`src/rtl/sdc_pkg.sv`:
```
// Shared types and register map for the SD command issue unit.
// Assumes a 16-bit command word with fixed field positions.
package sdc_pkg;
    typedef enum logic [1:0] {
        RSP_NONE       = 2'b00,
        RSP_LONG       = 2'b01,
        RSP_SHORT      = 2'b10,
        RSP_SHORT_BUSY = 2'b11
    } rsp_kind_e;

    typedef struct packed {
        logic [5:0] idx;
        logic       data;
        logic       idx_chk;
        logic       crc_chk;
        rsp_kind_e  kind;
    } cmd_fields_t;

    localparam int unsigned REG_ARG  = 0;
    localparam int unsigned REG_CMD  = 1;
    localparam int unsigned REG_PRES = 2;
    localparam int unsigned REG_ERR  = 3;
    localparam int unsigned REG_RSP0 = 4;
    localparam int unsigned PRES_DAT_LSB = 20;
endpackage

```
`src/rtl/sdc_cmd_decode.sv`:
```
// Splits a command word into its fields and derives the DAT-inhibit needs.
// Assumes: index 13:8, data 5, index check 4, CRC check 3, kind 1:0.
module sdc_cmd_decode
    import sdc_pkg::*;
(
    input  logic [15:0]  cmd_word,
    output cmd_fields_t  f,
    output logic         wants_dat,
    output logic         busy_only
);
    logic unused_bits;

    // Field extraction and derived flags.
    always_comb begin
        f.idx     = cmd_word[13:8];
        f.data    = cmd_word[5];
        f.idx_chk = cmd_word[4];
        f.crc_chk = cmd_word[3];
        f.kind    = rsp_kind_e'(cmd_word[1:0]);
        wants_dat = f.data || (f.kind == RSP_SHORT_BUSY);
        busy_only = !f.data && (f.kind == RSP_SHORT_BUSY);
    end

    assign unused_bits = ^{cmd_word[15:14], cmd_word[7:6], cmd_word[2]};
endmodule

```
`src/rtl/sdc_inhibit_ctl.sv`:
```
// Tracks CMD and DAT inhibit, the engine request and the dropped-write flag.
// Assumes the engine acknowledges before it returns a response, and that a
// response and a timeout never arrive in the same cycle.
module sdc_inhibit_ctl
    import sdc_pkg::*;
(
    input  logic        clk,
    input  logic        rst_n,
    input  logic        cmd_wr,
    input  cmd_fields_t new_f,
    input  logic        new_wants_dat,
    input  logic        new_busy_only,
    input  cmd_fields_t cur_f,
    input  logic        eng_ack,
    input  logic        eng_rsp_valid,
    input  logic        eng_timeout,
    input  logic        eng_xfer_done,
    input  logic        dat0,
    output logic        accept,
    output logic        rsp_take,
    output logic        cmd_inh,
    output logic        dat_inh,
    output logic        req,
    output logic        drop_err
);
    logic nr_pend;   // no-response command acknowledged, clear next cycle
    logic dat_cur;   // the command in flight owns DAT inhibit
    logic dmode;     // DAT owner is a data transfer
    logic bmode;     // DAT owner is a busy-only command
    logic bwait;     // waiting for DAT0 to go high after a busy response
    logic ack_none;

    // Acceptance: CMD inhibit blocks all, DAT inhibit blocks busy-only.
    assign accept   = cmd_wr && !cmd_inh && !(new_busy_only && dat_inh);
    assign rsp_take = eng_rsp_valid && cmd_inh && !req && !eng_timeout
                      && (cur_f.kind != RSP_NONE);
    assign ack_none = eng_ack && req && (cur_f.kind == RSP_NONE);

    // Command side: inhibit, request and no-response completion.
    always_ff @(posedge clk) begin
        if (!rst_n) begin
            cmd_inh <= 1'b0;
            req     <= 1'b0;
            nr_pend <= 1'b0;
        end else if (accept) begin
            cmd_inh <= 1'b1;
            req     <= 1'b1;
            nr_pend <= 1'b0;
        end else if (eng_timeout && cmd_inh) begin
            cmd_inh <= 1'b0;
            req     <= 1'b0;
            nr_pend <= 1'b0;
        end else begin
            if (req && eng_ack) begin
                req     <= 1'b0;
                nr_pend <= (cur_f.kind == RSP_NONE);
            end
            if (nr_pend) begin
                cmd_inh <= 1'b0;
                nr_pend <= 1'b0;
            end
            if (rsp_take) cmd_inh <= 1'b0;
        end
    end

    // Data side: DAT inhibit ownership, busy wait and transfer completion.
    always_ff @(posedge clk) begin
        if (!rst_n) begin
            dat_inh <= 1'b0;
            dat_cur <= 1'b0;
            dmode   <= 1'b0;
            bmode   <= 1'b0;
            bwait   <= 1'b0;
        end else if (accept) begin
            dat_cur <= new_wants_dat;
            if (new_wants_dat) begin
                dat_inh <= 1'b1;
                dmode   <= new_f.data;
                bmode   <= new_busy_only;
                bwait   <= 1'b0;
            end
        end else if (eng_timeout && cmd_inh) begin
            if (dat_cur) begin
                dat_inh <= 1'b0;
                bwait   <= 1'b0;
            end
            dat_cur <= 1'b0;
        end else begin
            if (rsp_take && dat_cur && bmode) bwait <= 1'b1;
            if (bwait && dat0) begin
                dat_inh <= 1'b0;
                bwait   <= 1'b0;
            end
            if (eng_xfer_done && dat_inh && dmode) dat_inh <= 1'b0;
        end
    end

    // Sticky record of dropped command writes.
    always_ff @(posedge clk) begin
        if (!rst_n)                drop_err <= 1'b0;
        else if (cmd_wr && !accept) drop_err <= 1'b1;
    end


    accept_sets_inh_chk: assert property (@(posedge clk) disable iff (!rst_n)
        accept |=> (cmd_inh && req));

    req_needs_inh_chk: assert property (@(posedge clk) disable iff (!rst_n)
        req |-> cmd_inh);

    dropped_write_flag_chk: assert property (@(posedge clk) disable iff (!rst_n)
        (cmd_wr && !accept) |=> drop_err);

    drop_err_sticky_chk: assert property (@(posedge clk) disable iff (!rst_n)
        drop_err |=> drop_err);

    noresp_clear_chk: assert property (@(posedge clk) disable iff (!rst_n)
        $past(ack_none, 2) |-> !cmd_inh);

    noresp_hold_chk: assert property (@(posedge clk) disable iff (!rst_n)
        (ack_none && !eng_timeout) |=> (cmd_inh && !req));

    xfer_clears_dat_chk: assert property (@(posedge clk) disable iff (!rst_n)
        (eng_xfer_done && dat_inh && dmode && !accept && !(eng_timeout && cmd_inh))
        |=> !dat_inh);
endmodule

```
`src/rtl/sdc_resp_store.sv`:
```
// Holds the response words. Loads the CRC-stripped frame into word 0 for a
// short response and into every word for a long one.
// Assumes the frame's low STRIP bits carry CRC and end bit.
module sdc_resp_store #(
    parameter int unsigned WORDS = 4,
    parameter int unsigned W     = 32,
    parameter int unsigned STRIP = 8
) (
    input  logic               clk,
    input  logic               rst_n,
    input  logic               take,
    input  logic               long_rsp,
    input  logic [WORDS*W-1:0] frame,
    output logic [WORDS*W-1:0] words
);
    localparam int unsigned FRAME_W = WORDS * W;

    logic [FRAME_W-1:0] shifted;

    assign shifted = frame >> STRIP;

    for (genvar i = 0; i < WORDS; i++) begin : g_word
        // Load word i on a long response, or word 0 on any response.
        always_ff @(posedge clk) begin
            if (!rst_n)
                words[i*W +: W] <= '0;
            else if (take && (long_rsp || i == 0))
                words[i*W +: W] <= shifted[i*W +: W];
        end
    end
endmodule

```
`src/rtl/sd_cmd_issue.sv`:
```
// SD host command issue unit: argument and command registers, present-state
// word, engine request and response words.
// Assumes a single register write port and a combinational read port.
module sd_cmd_issue
    import sdc_pkg::*;
#(
    parameter int unsigned ARG_W     = 32,
    parameter int unsigned CMD_W     = 16,
    parameter int unsigned RSP_WORDS = 4,
    parameter int unsigned DAT_W     = 4,
    parameter int unsigned ADDR_W    = 3
) (
    input  logic                       clk,
    input  logic                       rst_n,
    input  logic                       wr_en,
    input  logic [ADDR_W-1:0]          wr_addr,
    input  logic [ARG_W-1:0]           wr_data,
    input  logic [ADDR_W-1:0]          rd_addr,
    output logic [ARG_W-1:0]           rd_data,
    output logic                       eng_req,
    output logic [5:0]                 eng_idx,
    output logic [ARG_W-1:0]           eng_arg,
    output logic [1:0]                 eng_kind,
    output logic                       eng_data,
    output logic                       eng_idx_chk,
    output logic                       eng_crc_chk,
    input  logic                       eng_ack,
    input  logic                       eng_rsp_valid,
    input  logic [RSP_WORDS*ARG_W-1:0] eng_rsp,
    input  logic                       eng_timeout,
    input  logic                       eng_xfer_done,
    input  logic [DAT_W-1:0]           dat_lvl,
    output logic                       cmd_drop_err
);
    localparam int unsigned FRAME_W = RSP_WORDS * ARG_W;

    logic [ARG_W-1:0]   arg_q;
    logic [CMD_W-1:0]   cmd_q;
    cmd_fields_t        new_f, cur_f;
    logic               new_wants, new_busy, cur_wants, cur_busy;
    logic               cmd_wr, accept, rsp_take, cmd_inh, dat_inh;
    logic [FRAME_W-1:0] rsp_words;
    logic [ARG_W-1:0]   pres;

    assign cmd_wr = wr_en && (wr_addr == ADDR_W'(REG_CMD));

    sdc_cmd_decode u_dec_new (
        .cmd_word (wr_data[CMD_W-1:0]),
        .f        (new_f),
        .wants_dat(new_wants),
        .busy_only(new_busy)
    );

    sdc_cmd_decode u_dec_cur (
        .cmd_word (cmd_q),
        .f        (cur_f),
        .wants_dat(cur_wants),
        .busy_only(cur_busy)
    );

    sdc_inhibit_ctl u_inh (
        .clk          (clk),
        .rst_n        (rst_n),
        .cmd_wr       (cmd_wr),
        .new_f        (new_f),
        .new_wants_dat(new_wants),
        .new_busy_only(new_busy),
        .cur_f        (cur_f),
        .eng_ack      (eng_ack),
        .eng_rsp_valid(eng_rsp_valid),
        .eng_timeout  (eng_timeout),
        .eng_xfer_done(eng_xfer_done),
        .dat0         (dat_lvl[0]),
        .accept       (accept),
        .rsp_take     (rsp_take),
        .cmd_inh      (cmd_inh),
        .dat_inh      (dat_inh),
        .req          (eng_req),
        .drop_err     (cmd_drop_err)
    );

    sdc_resp_store #(.WORDS(RSP_WORDS), .W(ARG_W), .STRIP(8)) u_rsp (
        .clk     (clk),
        .rst_n   (rst_n),
        .take    (rsp_take),
        .long_rsp(cur_f.kind == RSP_LONG),
        .frame   (eng_rsp),
        .words   (rsp_words)
    );

    // Argument register: always writable.
    always_ff @(posedge clk) begin
        if (!rst_n)                                          arg_q <= '0;
        else if (wr_en && wr_addr == ADDR_W'(REG_ARG))       arg_q <= wr_data;
    end

    // Command register: loads only when the write is accepted.
    always_ff @(posedge clk) begin
        if (!rst_n)      cmd_q <= '0;
        else if (accept) cmd_q <= wr_data[CMD_W-1:0];
    end

    // Request fields come from the held command.
    always_comb begin
        eng_idx     = cur_f.idx;
        eng_arg     = arg_q;
        eng_kind    = cur_f.kind;
        eng_data    = cur_f.data;
        eng_idx_chk = cur_f.idx_chk;
        eng_crc_chk = cur_f.crc_chk;
    end

    // Present-state word assembly.
    always_comb begin
        pres = '0;
        pres[0] = cmd_inh;
        pres[1] = dat_inh;
        pres[PRES_DAT_LSB +: DAT_W] = dat_lvl;
    end

    // Read multiplexer.
    always_comb begin
        rd_data = '0;
        if (rd_addr == ADDR_W'(REG_ARG))  rd_data = arg_q;
        if (rd_addr == ADDR_W'(REG_CMD))  rd_data = ARG_W'(cmd_q);
        if (rd_addr == ADDR_W'(REG_PRES)) rd_data = pres;
        if (rd_addr == ADDR_W'(REG_ERR))  rd_data = ARG_W'(cmd_drop_err);
        for (int i = 0; i < RSP_WORDS; i++)
            if (rd_addr == ADDR_W'(REG_RSP0 + i)) rd_data = rsp_words[i*ARG_W +: ARG_W];
    end


    rsp_clears_cmd_inh_chk: assert property (@(posedge clk) disable iff (!rst_n)
        rsp_take |=> !cmd_inh);

    dropped_cmd_stable_chk: assert property (@(posedge clk) disable iff (!rst_n)
        (cmd_wr && !accept) |=> $stable(cmd_q));

    busy_sets_dat_chk: assert property (@(posedge clk) disable iff (!rst_n)
        (accept && new_wants) |=> dat_inh);
endmodule

```
`config.mk`:
```
export PLATFORM = sky130hd
export DESIGN_NAME = sd_cmd_issue
export DESIGN_NICKNAME = d
export VERILOG_FILES = /design/src/rtl/sdc_pkg.sv /design/src/rtl/sdc_cmd_decode.sv /design/src/rtl/sdc_inhibit_ctl.sv /design/src/rtl/sdc_resp_store.sv /design/src/rtl/sd_cmd_issue.sv
export SDC_FILE = /design/constraint.sdc
export NUM_CORES = 1
export LEC_CHECK = 0
export ABC_AREA = 0
export BUFFER_PORTS_ARGS = -buffer_cell sky130_fd_sc_hd__buf_2
export CAP_MARGIN = 10
export CORE_UTILIZATION = 45
export DETAILED_ROUTE_END_ITERATION = 8
export HOLD_SLACK_MARGIN = 0.1
export PLACE_DENSITY_LB_ADDON = 0.15
export SLEW_MARGIN = 10
export SYNTH_ARGS = -nofsm -noshare
export SYNTH_HDL_FRONTEND = slang
export SYNTH_HIERARCHICAL = 1
export SYNTH_SLANG_ARGS = --single-unit
export TNS_END_PERCENT = 5
```
`constraint.sdc`:
```
create_clock -name clk -period 2.8 [get_ports clk]
set_clock_uncertainty 0.2 [all_clocks]
set_input_delay 0.14 -clock clk [delete_from_list [all_inputs] [get_ports clk]]
set_output_delay 0.14 -clock clk [all_outputs]
set_load 0.005 [all_outputs]
```
==> flow_summary.toml <==
[run_status]
status = "complete, no violations"

[clock_network]
cts_root_buf = "clkbuf_16"
cts.path.max_buffers = 2
cts_sinks = 177
cts_tree = "built"
cts_max_level = 4
cts_buffers = 17
clkTransAtPathRegs_ns = 0.07
clock_latency_ns = 0.42

[floorplanning]
initial_core_util_pct = 45.8
core_area_um2 = 18700
die_area_um2 = 19600
fp.dieH_um = 140
num_rows = 50
die_width_um = 140
ios = 254

[setup_path]
endpoint_kind = "flip-flop"
worstPathRequired_ns = 2.91
cp_num_buf_inv = 2
critPathMostFrequentCell = "dlygate4sd3_1"
crit_type = "reg2reg"
crit_fanout = 9
start_kind = "flip-flop"
crit_slowest_cell = "dlygate4sd3_1"
cp.arrival_ns = 2.55
crit_chain = "nand2_1 > nand3_1 > dlygate4sd3_1 > o211ai_1 > o211a_1 > dlygate4sd3_1"
critical_path.top_delay_family = "buffers and inverters"
slowest_delay_ns = 0.56

[power_and_ir_drop]
power_uw = 5880
leakage_uw = 0.00490
pwr_density_cell_nw_per_um2 = 480
vdd_ir_drop_max_mv = 0.386

[route]
routed_wl_um = 27800
drc = 0
drt-initial-drc-count = 570
drtAntennaViolNets = 0
dr_total_vias = 8361
dr.pass1.iters = 4
post_drt_via_cell_ratio = 5.34
wl_per_cell_um = 17.7

[timing]
fmax_ghz = 0.410
rsz0062_at_grt = "false"
finalCriticalPeriod_ns = 2.44
fin_crit_sh_pct = 87.0
slew_headroom_pct = 61.2
setup_viol = 0
worst_pin_slew_ns = 0.582
timing.setup.tns_ns = 0
hold_violations = 0
drv_slew = 0

[logic_synthesis]
yosys_warnings = 6
synthCells = 952
avgSynthCellArea_um2 = 8.99
syn-cell-area_um2 = 8560

[final_layout]
multi_input_area_um2 = 4300
largest_reg_flops = 120
area.growth.synth_to_final_pct = 43.1
drive_gt1_share_pct = 26.0
diodes = 0
fillers = 1538
layout_common_cells = "buf_2 (243), dlygate4sd3_1 (185), dfxtp_1 (177)"
final_nets = 1497
seqCellArea_um2 = 3540
final_common_cell = "buf_2"
top_register = "u_rsp/words"

[global_route]
grt_usage_pct = 27.5
grt_overflow_total = 0
grt_pass1_vias = 8043
grt_max_degree = 123
grt_antenna_before_repair = 0
grt_pass1_wl_um = 42500

[placement]
gp_congestion = 0.802
hpwl_um = 16600
port_buffers = 245

[run]
drv_cap = 0

[min_path]
min_path_type = "in2reg"
-- final timing paths --
kind / from / to / slack, ns / depth (start not counted)
worst max register to register: u_inh/cmd_inh$_SDFFE_PN0P_ / u_inh/dat_inh$_SDFFE_PN0P_ / 0.36 / 6
worst max-delay path: u_inh/cmd_inh$_SDFFE_PN0P_ / u_inh/dat_inh$_SDFFE_PN0P_ / 0.36 / 6
worst min-delay path: wr_addr[0] / eng_arg[24]$_SDFFE_PN0P_ / 0.15 / 5
worst min register to register: u_rsp/words[53]$_SDFFE_PN0P_ / u_rsp/words[53]$_SDFFE_PN0P_ / 0.26 / 2
-- what timing repair did --
action,in CTS,in global routing
resized for setup,0,1
endpoints found under the setup margin,0,5
hold endpoints to repair,177,0
hold buffers,185,0
setup buffers,0,1
-- worst min-delay path, cell delays in order --
cell      delay (ns)
buf_2           0.12
nor4b_4         0.05
buf_4           0.26
nand2_1         0.11
a21boi_1        0.04
-- metrics by stage --
stage | instance area, um2 | util, % | hold slack (ns) | setup WS (ns) | instances
5_1_grt | 12300 | 65.5 | 0.155 | 0.195 | 1567
6_report | 12300 | 65.5 | 0.146 | 0.364 | 1567
4_1_cts | 12200 | 65.3 | 0.131 | 0.143 | 1564
3_3_place_gp | 9690 | 51.8 | 0.181 | 0.544 | 1347
3_5_place_dp | 9690 | 51.8 | 0.185 | 0.474 | 1347
2_1_floorplan | 8590 | - | 0.0577 | 0.794 | 959
-- layer usage --
layer	global-route usage [%]	routed length, um	vias up
met5	0	0	-
met4	5.78	229	0
met3	5.64	1520	19
li1	-	-	4069
met2	43.8	12900	287
met1	38.6	13200	3986
-- report_power, final --
group	switching, uW	internal (uW)
logic	268	341
clock network	1070	1650
registers	14.4	2530
total	1360	4530
-- cell type report --
class                   instances  share of cell area, %
multi-input cells             653                   35.1
flip-flops and latches        177                   28.9
clock buffers                  19                   3.70
clock inverters                13                   1.80
inverters                      17                  0.521
repair buffers                454                   27.6
well taps                     234                   2.39
(Power assumes the default switching activity.)
